--- config.mk ---
export PLATFORM = sky130hd
export DESIGN_NAME = i2c_cfg_target
export DESIGN_NICKNAME = d
export VERILOG_FILES = /design/src/rtl/i2c_cfg_pkg.sv /design/src/rtl/i2c_bus_cond.sv /design/src/rtl/cfg_reg_bank.sv /design/src/rtl/i2c_cfg_target.sv
export SDC_FILE = /design/constraint.sdc
export NUM_CORES = 1
export LEC_CHECK = 0
export ABC_AREA = 1
export BUFFER_PORTS_ARGS = -buffer_cell sky130_fd_sc_hd__buf_2
export CAP_MARGIN = 20
export CORE_ASPECT_RATIO = 1.4
export CORE_MARGIN = 2
export CORE_UTILIZATION = 50
export CTS_CLUSTER_SIZE = 28
export DETAILED_ROUTE_END_ITERATION = 16
export PLACE_DENSITY = 0.81
export SYNTH_ARGS = -nofsm -noshare
export SYNTH_HDL_FRONTEND = slang
export SYNTH_SLANG_ARGS = --single-unit
--- constraint.sdc ---
create_clock -name clk -period 2.65 [get_ports clk]
set_input_delay 0.1325 -clock clk [delete_from_list [all_inputs] [get_ports clk]]
set_output_delay 0.1325 -clock clk [all_outputs]
set_load 0.05 [all_outputs]
--- src/rtl/i2c_cfg_pkg.sv ---
package i2c_cfg_pkg;

  typedef enum logic [2:0] {
    ST_IDLE,
    ST_RX,
    ST_RX_ACK,
    ST_TX,
    ST_TX_ACK
  } bus_st_e;

  typedef enum logic [1:0] {
    FLD_ADDR,
    FLD_INDEX,
    FLD_COUNT,
    FLD_DATA
  } rx_fld_e;

endpackage

--- src/rtl/i2c_bus_cond.sv ---
module i2c_bus_cond (
  input  logic clk,
  input  logic rst,
  input  logic scl_i,
  input  logic sda_i,
  output logic scl_rise,
  output logic scl_fall,
  output logic start_det,
  output logic stop_det
);

  logic scl_q;
  logic sda_q;

  always_ff @(posedge clk) begin
    if (rst) begin
      scl_q <= 1'b1;
      sda_q <= 1'b1;
    end else begin
      scl_q <= scl_i;
      sda_q <= sda_i;
    end
  end

  assign scl_rise  = scl_i & ~scl_q;
  assign scl_fall  = ~scl_i & scl_q;
  assign start_det = scl_i & scl_q & sda_q & ~sda_i;
  assign stop_det  = scl_i & scl_q & ~sda_q & sda_i;

endmodule

--- src/rtl/cfg_reg_bank.sv ---
module cfg_reg_bank #(
  parameter int             NUM_REGS = 16,
  parameter int             DW       = 8,
  parameter int             CNT_IDX  = 6,
  parameter logic [DW-1:0]  CNT_RST  = 8'd6,
  parameter int             ID_IDX   = 7,
  parameter logic [DW-1:0]  ID_VAL   = 8'h2A,
  parameter int             RSV_IDX  = 5,
  localparam int            AW       = $clog2(NUM_REGS)
) (
  input  logic                   clk,
  input  logic                   rst,
  input  logic                   we,
  input  logic [AW-1:0]          waddr,
  input  logic [DW-1:0]          wdata,
  input  logic [AW-1:0]          raddr,
  output logic [DW-1:0]          rdata,
  output logic [NUM_REGS*DW-1:0] flat
);

  for (genvar g = 0; g < NUM_REGS; g++) begin : g_reg
    if (g == ID_IDX) begin : g_id
      assign flat[g*DW +: DW] = ID_VAL;
    end else if (g == RSV_IDX) begin : g_rsv
      assign flat[g*DW +: DW] = '0;
    end else begin : g_rw
      localparam logic [DW-1:0] RV = (g == CNT_IDX) ? CNT_RST : '0;
      logic [DW-1:0] q;

      always_ff @(posedge clk) begin
        if (rst) q <= RV;
        else if (we && waddr == AW'(g)) q <= wdata;
      end

      assign flat[g*DW +: DW] = q;

      AST_WR_LANDS: assert property (@(posedge clk) disable iff (rst)
        (we && waddr == AW'(g)) |=> q == $past(wdata));
    end
  end

  assign rdata = flat[int'(raddr)*DW +: DW];

endmodule

--- src/rtl/i2c_cfg_target.sv ---
module i2c_cfg_target #(
  parameter logic [6:0] DEV_ADDR = 7'h69,
  parameter int         NUM_REGS = 16,
  parameter int         CNT_IDX  = 6,
  parameter logic [7:0] CNT_RST  = 8'd6,
  parameter int         ID_IDX   = 7,
  parameter logic [7:0] ID_VAL   = 8'h2A,
  parameter int         RSV_IDX  = 5
) (
  input  logic                  clk,
  input  logic                  rst,
  input  logic                  scl_i,
  input  logic                  sda_i,
  output logic                  sda_oe,
  output logic [NUM_REGS*8-1:0] cfg_regs
);
  import i2c_cfg_pkg::*;

  localparam int AW = $clog2(NUM_REGS);

  logic          scl_rise, scl_fall, start_det, stop_det;
  bus_st_e       st;
  rx_fld_e       fld;
  logic [3:0]    bitcnt;
  logic [7:0]    shreg;
  logic [AW-1:0] idx;
  logic [7:0]    remain;
  logic          rd_mode;
  logic          host_nack;
  logic          wr_en;
  logic [AW-1:0] wr_addr;
  logic [7:0]    wr_data;
  logic [7:0]    rd_data;
  logic [7:0]    count_val;
  logic [AW-1:0] idx_inc;

  i2c_bus_cond u_cond (
    .clk       (clk),
    .rst       (rst),
    .scl_i     (scl_i),
    .sda_i     (sda_i),
    .scl_rise  (scl_rise),
    .scl_fall  (scl_fall),
    .start_det (start_det),
    .stop_det  (stop_det)
  );

  cfg_reg_bank #(
    .NUM_REGS (NUM_REGS),
    .DW       (8),
    .CNT_IDX  (CNT_IDX),
    .CNT_RST  (CNT_RST),
    .ID_IDX   (ID_IDX),
    .ID_VAL   (ID_VAL),
    .RSV_IDX  (RSV_IDX)
  ) u_bank (
    .clk   (clk),
    .rst   (rst),
    .we    (wr_en),
    .waddr (wr_addr),
    .wdata (wr_data),
    .raddr (idx),
    .rdata (rd_data),
    .flat  (cfg_regs)
  );

  assign count_val = cfg_regs[CNT_IDX*8 +: 8];
  assign idx_inc   = (idx == AW'(NUM_REGS-1)) ? '0 : idx + 1'b1;

  always_ff @(posedge clk) begin
    if (rst) begin
      st        <= ST_IDLE;
      fld       <= FLD_ADDR;
      bitcnt    <= '0;
      shreg     <= '0;
      idx       <= '0;
      remain    <= '0;
      rd_mode   <= 1'b0;
      host_nack <= 1'b0;
      sda_oe    <= 1'b0;
      wr_en     <= 1'b0;
      wr_addr   <= '0;
      wr_data   <= '0;
    end else begin
      wr_en <= 1'b0;
      if (start_det) begin
        st     <= ST_RX;
        fld    <= FLD_ADDR;
        bitcnt <= '0;
        sda_oe <= 1'b0;
      end else if (stop_det) begin
        st     <= ST_IDLE;
        sda_oe <= 1'b0;
      end else begin
        case (st)
          ST_RX: begin
            if (scl_rise && bitcnt != 4'd8) begin
              shreg  <= {shreg[6:0], sda_i};
              bitcnt <= bitcnt + 4'd1;
            end else if (scl_fall && bitcnt == 4'd8) begin
              bitcnt <= '0;
              case (fld)
                FLD_ADDR: begin
                  if (shreg[7:1] == DEV_ADDR) begin
                    rd_mode <= shreg[0];
                    sda_oe  <= 1'b1;
                    st      <= ST_RX_ACK;
                  end else begin
                    st <= ST_IDLE;
                  end
                end
                FLD_INDEX: begin
                  idx    <= AW'(32'(shreg) % NUM_REGS);
                  sda_oe <= 1'b1;
                  st     <= ST_RX_ACK;
                end
                FLD_COUNT: begin
                  remain <= shreg;
                  sda_oe <= 1'b1;
                  st     <= ST_RX_ACK;
                end
                default: begin
                  if (remain != 8'd0) begin
                    wr_en   <= 1'b1;
                    wr_addr <= idx;
                    wr_data <= shreg;
                    idx     <= idx_inc;
                    remain  <= remain - 8'd1;
                    sda_oe  <= 1'b1;
                    st      <= ST_RX_ACK;
                  end else begin
                    st <= ST_IDLE;
                  end
                end
              endcase
            end
          end
          ST_RX_ACK: begin
            if (scl_fall) begin
              if (fld == FLD_ADDR && rd_mode) begin
                shreg  <= count_val;
                sda_oe <= ~count_val[7];
                bitcnt <= '0;
                st     <= ST_TX;
              end else begin
                sda_oe <= 1'b0;
                st     <= ST_RX;
                case (fld)
                  FLD_ADDR:  fld <= FLD_INDEX;
                  FLD_INDEX: fld <= FLD_COUNT;
                  default:   fld <= FLD_DATA;
                endcase
              end
            end
          end
          ST_TX: begin
            if (scl_fall) begin
              if (bitcnt == 4'd7) begin
                sda_oe <= 1'b0;
                st     <= ST_TX_ACK;
              end else begin
                sda_oe <= ~shreg[6];
                shreg  <= {shreg[6:0], 1'b0};
                bitcnt <= bitcnt + 4'd1;
              end
            end
          end
          ST_TX_ACK: begin
            if (scl_rise) begin
              host_nack <= sda_i;
            end else if (scl_fall) begin
              if (host_nack) begin
                st <= ST_IDLE;
              end else begin
                shreg  <= rd_data;
                sda_oe <= ~rd_data[7];
                idx    <= idx_inc;
                bitcnt <= '0;
                st     <= ST_TX;
              end
            end
          end
          default: ;
        endcase
      end
    end
  end

  AST_IDLE_RELEASED: assert property (@(posedge clk) disable iff (rst)
    (st == ST_IDLE) |-> !sda_oe);

  AST_SDA_SCL_LOW: assert property (@(posedge clk) disable iff (rst)
    !$stable(sda_oe) |-> !scl_i);

  AST_STOP_IDLE: assert property (@(posedge clk) disable iff (rst)
    stop_det |=> (st == ST_IDLE));

  AST_START_ADDR: assert property (@(posedge clk) disable iff (rst)
    start_det |=> (st == ST_RX && fld == FLD_ADDR && bitcnt == 4'd0));

  AST_NO_OVERCOUNT: assert property (@(posedge clk) disable iff (rst)
    (st == ST_RX && fld == FLD_DATA && scl_fall && bitcnt == 4'd8 &&
     remain == 8'd0 && !start_det && !stop_det) |=> (!sda_oe && !wr_en));

endmodule

-- Yosys cells after proc, flatten, opt, wreduce, memory -nomap -nowiden
Index checks and enable logic that the tools add are counted.
- output and inout bits: 129
- bits in registers: 159
- shift operators: 1
- reductions and logical operators: 42
- muxes and demuxes: 60
- equality and inequality tests: 47
- bitwise operators: 22
- $add $sub $neg: 3
- operators with widths (kind ; number):
    128-bit by 8-bit indexed part select with 8-bit output ; 1
    8-bit two-way mux ; 9
    4-bit two-way mux ; 16
    4-bit == test (second input constant) ; 10
    4-bit inequality test (second input constant) ; 9
    8-bit case mux with 4 select lines ; 1
    10-bit AND reduction ; 3
    2-bit inequality test (second input constant) ; 12
    3-bit two-way mux ; 7
    7-bit AND reduction ; 3
    1-bit logical AND ; 17
    4-bit case mux with 2 select lines ; 2
    4-bit case mux with 4 select lines ; 1
    8-bit case mux with 2 select lines ; 1
    8-bit AND reduction ; 2
    1-bit NOT ; 15
    1-bit two-way mux ; 14
    4-bit by 3-bit == test with 1-bit output (second input constant) ; 3
    3-bit case mux with 4 select lines ; 1
    11-bit AND reduction ; 1
    3-bit inequality test (second input constant) ; 3
    9-bit OR reduction ; 1
    4-bit by 1-bit adder with 4-bit output (second input constant) ; 2
    4-bit by 2-bit == test with 1-bit output (second input constant) ; 2
    other kinds (23) ; 39

-- Longest topological paths before layout
- depth after elaboration: 8
- mapped depth: 12

-- Hierarchy
From an unflattened synthesis, not the netlist that was laid out.
- cell total of the unflattened synthesis: 1327
- area total of the unflattened synthesis: 8469.4 um^2
- by module, submodules not included (module ; seq. area each (um^2) ; cells an instance ; times used ; area each (um^2)):
    cfg_reg_bank ; 2242.2 ; 801 ; 1 ; 5338.9
    i2c_cfg_target ; 900.9 ; 510 ; 1 ; 3037.9
    i2c_bus_cond ; 40.0 ; 16 ; 1 ; 92.6

-- Worst setup path after synthesis
OpenSTA, ideal clock, no wires.
- path type: flip-flop to flip-flop
- start point: register bitcnt[0]
- end point: register wr_addr[1]
- required time: 2.535 ns
- setup slack: 1.071 ns
- clock period less this slack: 1.579 ns
- data arrival time: 1.464 ns
- path buffers: 1
- setup time: 0.115 ns
- cell stages (with the launch flop): 13
- path through: dfxtp_1 inv_1 ha_1 nand2_1 nor2_1 nand2_1 nor2_2 inv_2 a21oi_4 buf_6 nand3_1 nand2_1 nor2_1
- cells in the longest elaborated chain, start to end: 4
- elaborated cells on any way between the ends: 6
- classes of those cells: 2 x eq/ne; 1 x bitwise; 3 x reduce/logical
- ends and longest elaborated chain (item ; RTL line ; text):
    start, declared ; i2c_cfg_target.sv:24 ; logic [3:0] bitcnt;
    start signal, assigned ; i2c_cfg_target.sv:99 ; bitcnt <= bitcnt + 4'd1;
    start signal, assigned ; i2c_cfg_target.sv:164 ; bitcnt <= bitcnt + 4'd1;
    4-bit inequality test ; i2c_cfg_target.sv:97 ; if (scl_rise && bitcnt != 4'd8) begin
    1-bit logical AND ; i2c_cfg_target.sv:97 ;
    1-bit NOT (no line) ; n/a ;
    7-bit AND reduction (no line) (*) ; n/a ;
    end signal, assigned ; i2c_cfg_target.sv:125 ; wr_addr <= idx;
    end, declared ; i2c_cfg_target.sv:31 ; logic [AW-1:0] wr_addr;
Mark *: on every way between the ends. The rest lies on a longest branch, timed or not.
A chain may end at the register's enable or synchronous reset.

-- Final worst setup path
- start point: register fld[0]
- end point: register remain[2]
- cells in the longest elaborated chain, start to end: 4
- elaborated cells on any way between the ends: 8
- classes of those cells: 2 x eq/ne; 1 x mux; 1 x bitwise; 4 x reduce/logical
- ends and longest elaborated chain (item ; RTL line ; text):
    start, declared ; i2c_cfg_target.sv:23 ; rx_fld_e fld;
    start signal, assigned ; i2c_cfg_target.sv:73 ; fld <= FLD_ADDR;
    start signal, assigned ; i2c_cfg_target.sv:88 ; fld <= FLD_ADDR;
    start signal, assigned ; i2c_cfg_target.sv:149 ; FLD_ADDR: fld <= FLD_INDEX;
    2-bit by 1-bit == test with 1-bit output / 2-bit zero test (equally long branches) ; i2c_cfg_target.sv:102 ; case (fld)
    2-bit OR reduction (no line) ; n/a ;
    1-bit NOT (no line) ; n/a ;
    7-bit AND reduction (no line) ; n/a ;
    end signal, assigned ; i2c_cfg_target.sv:118 ; remain <= shreg;
    end signal, assigned ; i2c_cfg_target.sv:128 ; remain <= remain - 8'd1;
    end, declared ; i2c_cfg_target.sv:27 ; logic [7:0] remain;
Parallel ways exist; a longest one is shown, timed or not.

==> results.toml <==
[die]
num_io_pins = 133
core_mm2 = 0.0161
initial_core_utilization_pct = 50.9
die_height_um = 156
core.rowCount = 55
dieArea_mm2 = 0.0175
die-width_um = 112

[cells_and_area]
final_cell_count_no_fill = 1539
final_layout_size_suffix_gt1_share_pct = 13.7
nets = 1344
n_antenna_cell = 0
leading_cell_type_in_the_layout_fill_and_taps_excluded = "sky130_fd_sc_hd__nand2_1"
syn2layout_area_growth_pct = 13.5
mostFrequentLayoutCells = "sky130_fd_sc_hd__nand2_1 (260), sky130_fd_sc_hd__dfxtp_1 (158), sky130_fd_sc_hd__inv_1 (153), sky130_fd_sc_hd__o21ai_0 (150), sky130_fd_sc_hd__nor2_1 (141)"

[synth]
synth_seq_cells = 159
count_of_warnings_emitted_by_yosys = 0
synth_seq_area_share_pct = 38.8
syn_area_per_cell_um2 = 6.54
synth_enable_flop_cells = 0
synthCells = 1253
synth.cell_area_mm2 = 0.00820
ys_async_sr_fraction_pct = 0
dominantRegCellSynth = "sky130_fd_sc_hd__dfxtp_1"
netlist-cell-type-count = 38

[sta]
tightest_slew_ns = 0.811
timing.max_slew.rel_slack_pct = 45.9
timing.final.ws_setup_ns = 0.443
rsz0062_at_grt = "no"
maxSlewViolCount = 0
post-route-period-util_pct = 83.3
skew_ns = 0.00999
period_minus_slack_ns = 2.21
hold_violations = 0
fmax_mhz = 453
setup-tns-final_ns = 0
setup-violations-final = 0

[global_route]
grt_pass1_wl_um = 38100
grt.busiest_layer = "met2"
grtUsageMet1_pct = 30.4
vias_in_the_first_global_route = 7532
globalRouteTotalUtil_pct = 27.5
global_route.overflow_total = 0
grt_start_max_net_pins = 73
initial_antenna_violation_count = 0
grtUsageMet2_pct = 49.7
use_met3_pct = 4.82

[placed_design]
hpwlAfterDp_um = 17600
dp_cells = 1506
detailedPlace.worstSlack_ns = 0.511
globalplace.congestion = 0.957
port-buffer-count = 116

[drt]
dr.pass1.iters = 5
route.detailed.vias_per_inst = 5.45
detail_route.wirelength_um = 24800
drt_first_iter_violations = 766
detail-route-antenna-nets = 0
dr_total_vias = 8395
wire_per_inst_um = 16.1
drc = 0

[setup_path]
startpoint = "fld[0]"
critical_path_capture_point_type = "flip-flop"
worst_setup_path_end = "remain[2]"
worst_ep_required_time_ns = 3.01
cp_data_arrival_time_ns = 2.57
start_kind = "flip-flop"
reg2regPathDepth = 8
r2r-start = "fld[0]"
path_max_fanout = 14
rr_endpoint = "remain[2]"
ff2ff_setup_slack_ns = 0.44
critPathKind = "flip-flop to flip-flop"

[cts]
cts_buffer_depth = 2
clock-root-buffer = "sky130_fd_sc_hd__clkbuf_16"
cts_sinks = 159
worst_setup_hold_path_clk_slew_ns = 0.06
tritoncts_clock_tree = "done"
worst_skew_pair.late_latency_ns = 0.43
cts_inserted_buffers = 17
number_of_levels_the_h_tree_was_split_into = 4

[pwr]
cellLeakagePower_nw = 4.41
power_density_mw_per_mm2 = 785
ir_worst_vdd_mv = 0.632

[run]
max_cap_viol_count = 0

[min_path]
worst_hold_startpoint = "rst"
timing.hold.worst.class = "input port to flip-flop"

[outcome]
status = "finished clean"
-- timing repair --
item,CTS,global route
hold buffers,2,0
resized for setup,0,0
hold endpoints to repair,2,0
setup buffers,0,0
-- layout make-up --
class                   instances  area, um2
clock inverters                13        130
fillers                      1576       6800
well taps                     199        249
repair buffers                123        663
flip-flops and latches        159       3180
clock buffers                  18        439
inverters                     163        612
multi-input cells             864       4030
-- kinds of logic after synthesis --
| kind of cell | share of synthesized area [%] |
|---|---|
| other | 0.0916 |
| AO/OA/AOI/OAI | 18.8 |
| AND/OR/NAND/NOR | 27.4 |
| flip-flops | 38.8 |
| adder cells (fa/ha/maj) | 1.83 |
| XOR/XNOR | 0.320 |
| buffers and inverters | 12.7 |
-- Yosys cell counts, types with 2 or more instances --
library cell	n	area share (%)
sky130_fd_sc_hd__xor2_1	3	0.32
sky130_fd_sc_hd__nand3_1	95	5.8
sky130_fd_sc_hd__nand3_2	4	0.49
sky130_fd_sc_hd__nor2_2	7	0.53
sky130_fd_sc_hd__conb_1	2	0.092
sky130_fd_sc_hd__o21ai_0	150	9.2
sky130_fd_sc_hd__dfxtp_1	159	39
sky130_fd_sc_hd__nand2_1	260	12
sky130_fd_sc_hd__clkbuf_1	36	1.6
sky130_fd_sc_hd__nor2_1	141	6.5
sky130_fd_sc_hd__buf_6	5	0.69
sky130_fd_sc_hd__a22oi_1	4	0.37
sky130_fd_sc_hd__buf_1	3	0.14
sky130_fd_sc_hd__nand2_2	6	0.46
sky130_fd_sc_hd__nand4_1	7	0.53
sky130_fd_sc_hd__nor3_1	6	0.37
sky130_fd_sc_hd__inv_1	154	7.0
sky130_fd_sc_hd__clkinv_1	2	0.092
sky130_fd_sc_hd__o22ai_1	6	0.46
sky130_fd_sc_hd__nand3b_1	2	0.18
sky130_fd_sc_hd__buf_2	21	1.3
sky130_fd_sc_hd__o211ai_1	6	0.55
sky130_fd_sc_hd__ha_1	12	1.8
sky130_fd_sc_hd__buf_4	16	1.5
sky130_fd_sc_hd__inv_2	7	0.32
sky130_fd_sc_hd__a21oi_1	127	7.8
-- metal layers --
layer	share of wire (%)	up-vias
met4	5.2	0
li1	-	4132
met2	51	360
met1	37	3809
met5	0	-
met3	6.1	94
-- state kept, by name, summed over array words and instances, names as in the netlist --
| name | cells |
|---|---|
| u_bank.g.g_rw.q | 112 |
| remain | 8 |
| shreg | 8 |
| wr_data | 8 |
| bitcnt | 4 |
| idx | 4 |
| wr_addr | 4 |
| st | 3 |
| fld | 2 |
| host_nack | 1 |
| rd_mode | 1 |
| sda_oe | 1 |
| u_cond.scl_q | 1 |
| u_cond.sda_q | 1 |
| wr_en | 1 |
-- worst max-delay path, cell delays in order (launching register included) --
cell and delay [ns]:
sky130_fd_sc_hd__dfxtp_1 0.36, sky130_fd_sc_hd__inv_1 0.14, sky130_fd_sc_hd__ha_1 0.46, sky130_fd_sc_hd__clkinv_1 0.37, sky130_fd_sc_hd__nand3_1 0.19, sky130_fd_sc_hd__nand3_2 0.20
sky130_fd_sc_hd__inv_2 0.18, sky130_fd_sc_hd__o21ai_0 0.10, sky130_fd_sc_hd__a21oi_1 0.13
-- stage by stage --
step	cell area [um2]	util (%)	power, mW	hold WS, ns
CTS	9310	57.8	7.28	0.0899
global route	9310	57.8	7.66	0.108
finish	9310	57.8	7.30	0.0898
global placement	8720	54.1	4.90	0.349
floorplan	8250	-	4.41	0.241
detailed placement	8720	54.1	4.91	0.367
-- how the worst min path moves through the flow --
| stage | to | slack, ns | cells after the start |
|---|---|---|---|
| 4_1_cts | remain[7] | 0.09 | 2 |
| 3_3_place_gp | u_cond.scl_q | 0.35 | 3 |
| 2_1_floorplan | u_cond.scl_q | 0.24 | 2 |
| 6_report | remain[7] | 0.09 | 2 |
| 5_1_grt | remain[3] | 0.11 | 2 |
| 3_5_place_dp | u_cond.scl_q | 0.37 | 3 |
-- where the power goes --
| group | switching, mW | internal (mW) |
|---|---|---|
| Sequential | 0.117 | 2.48 |
| Combinational | 1.65 | 0.661 |
| Clock | 1.07 | 1.33 |
| Total | 2.83 | 4.47 |
Note: power is estimated with default switching activity, not from simulation.
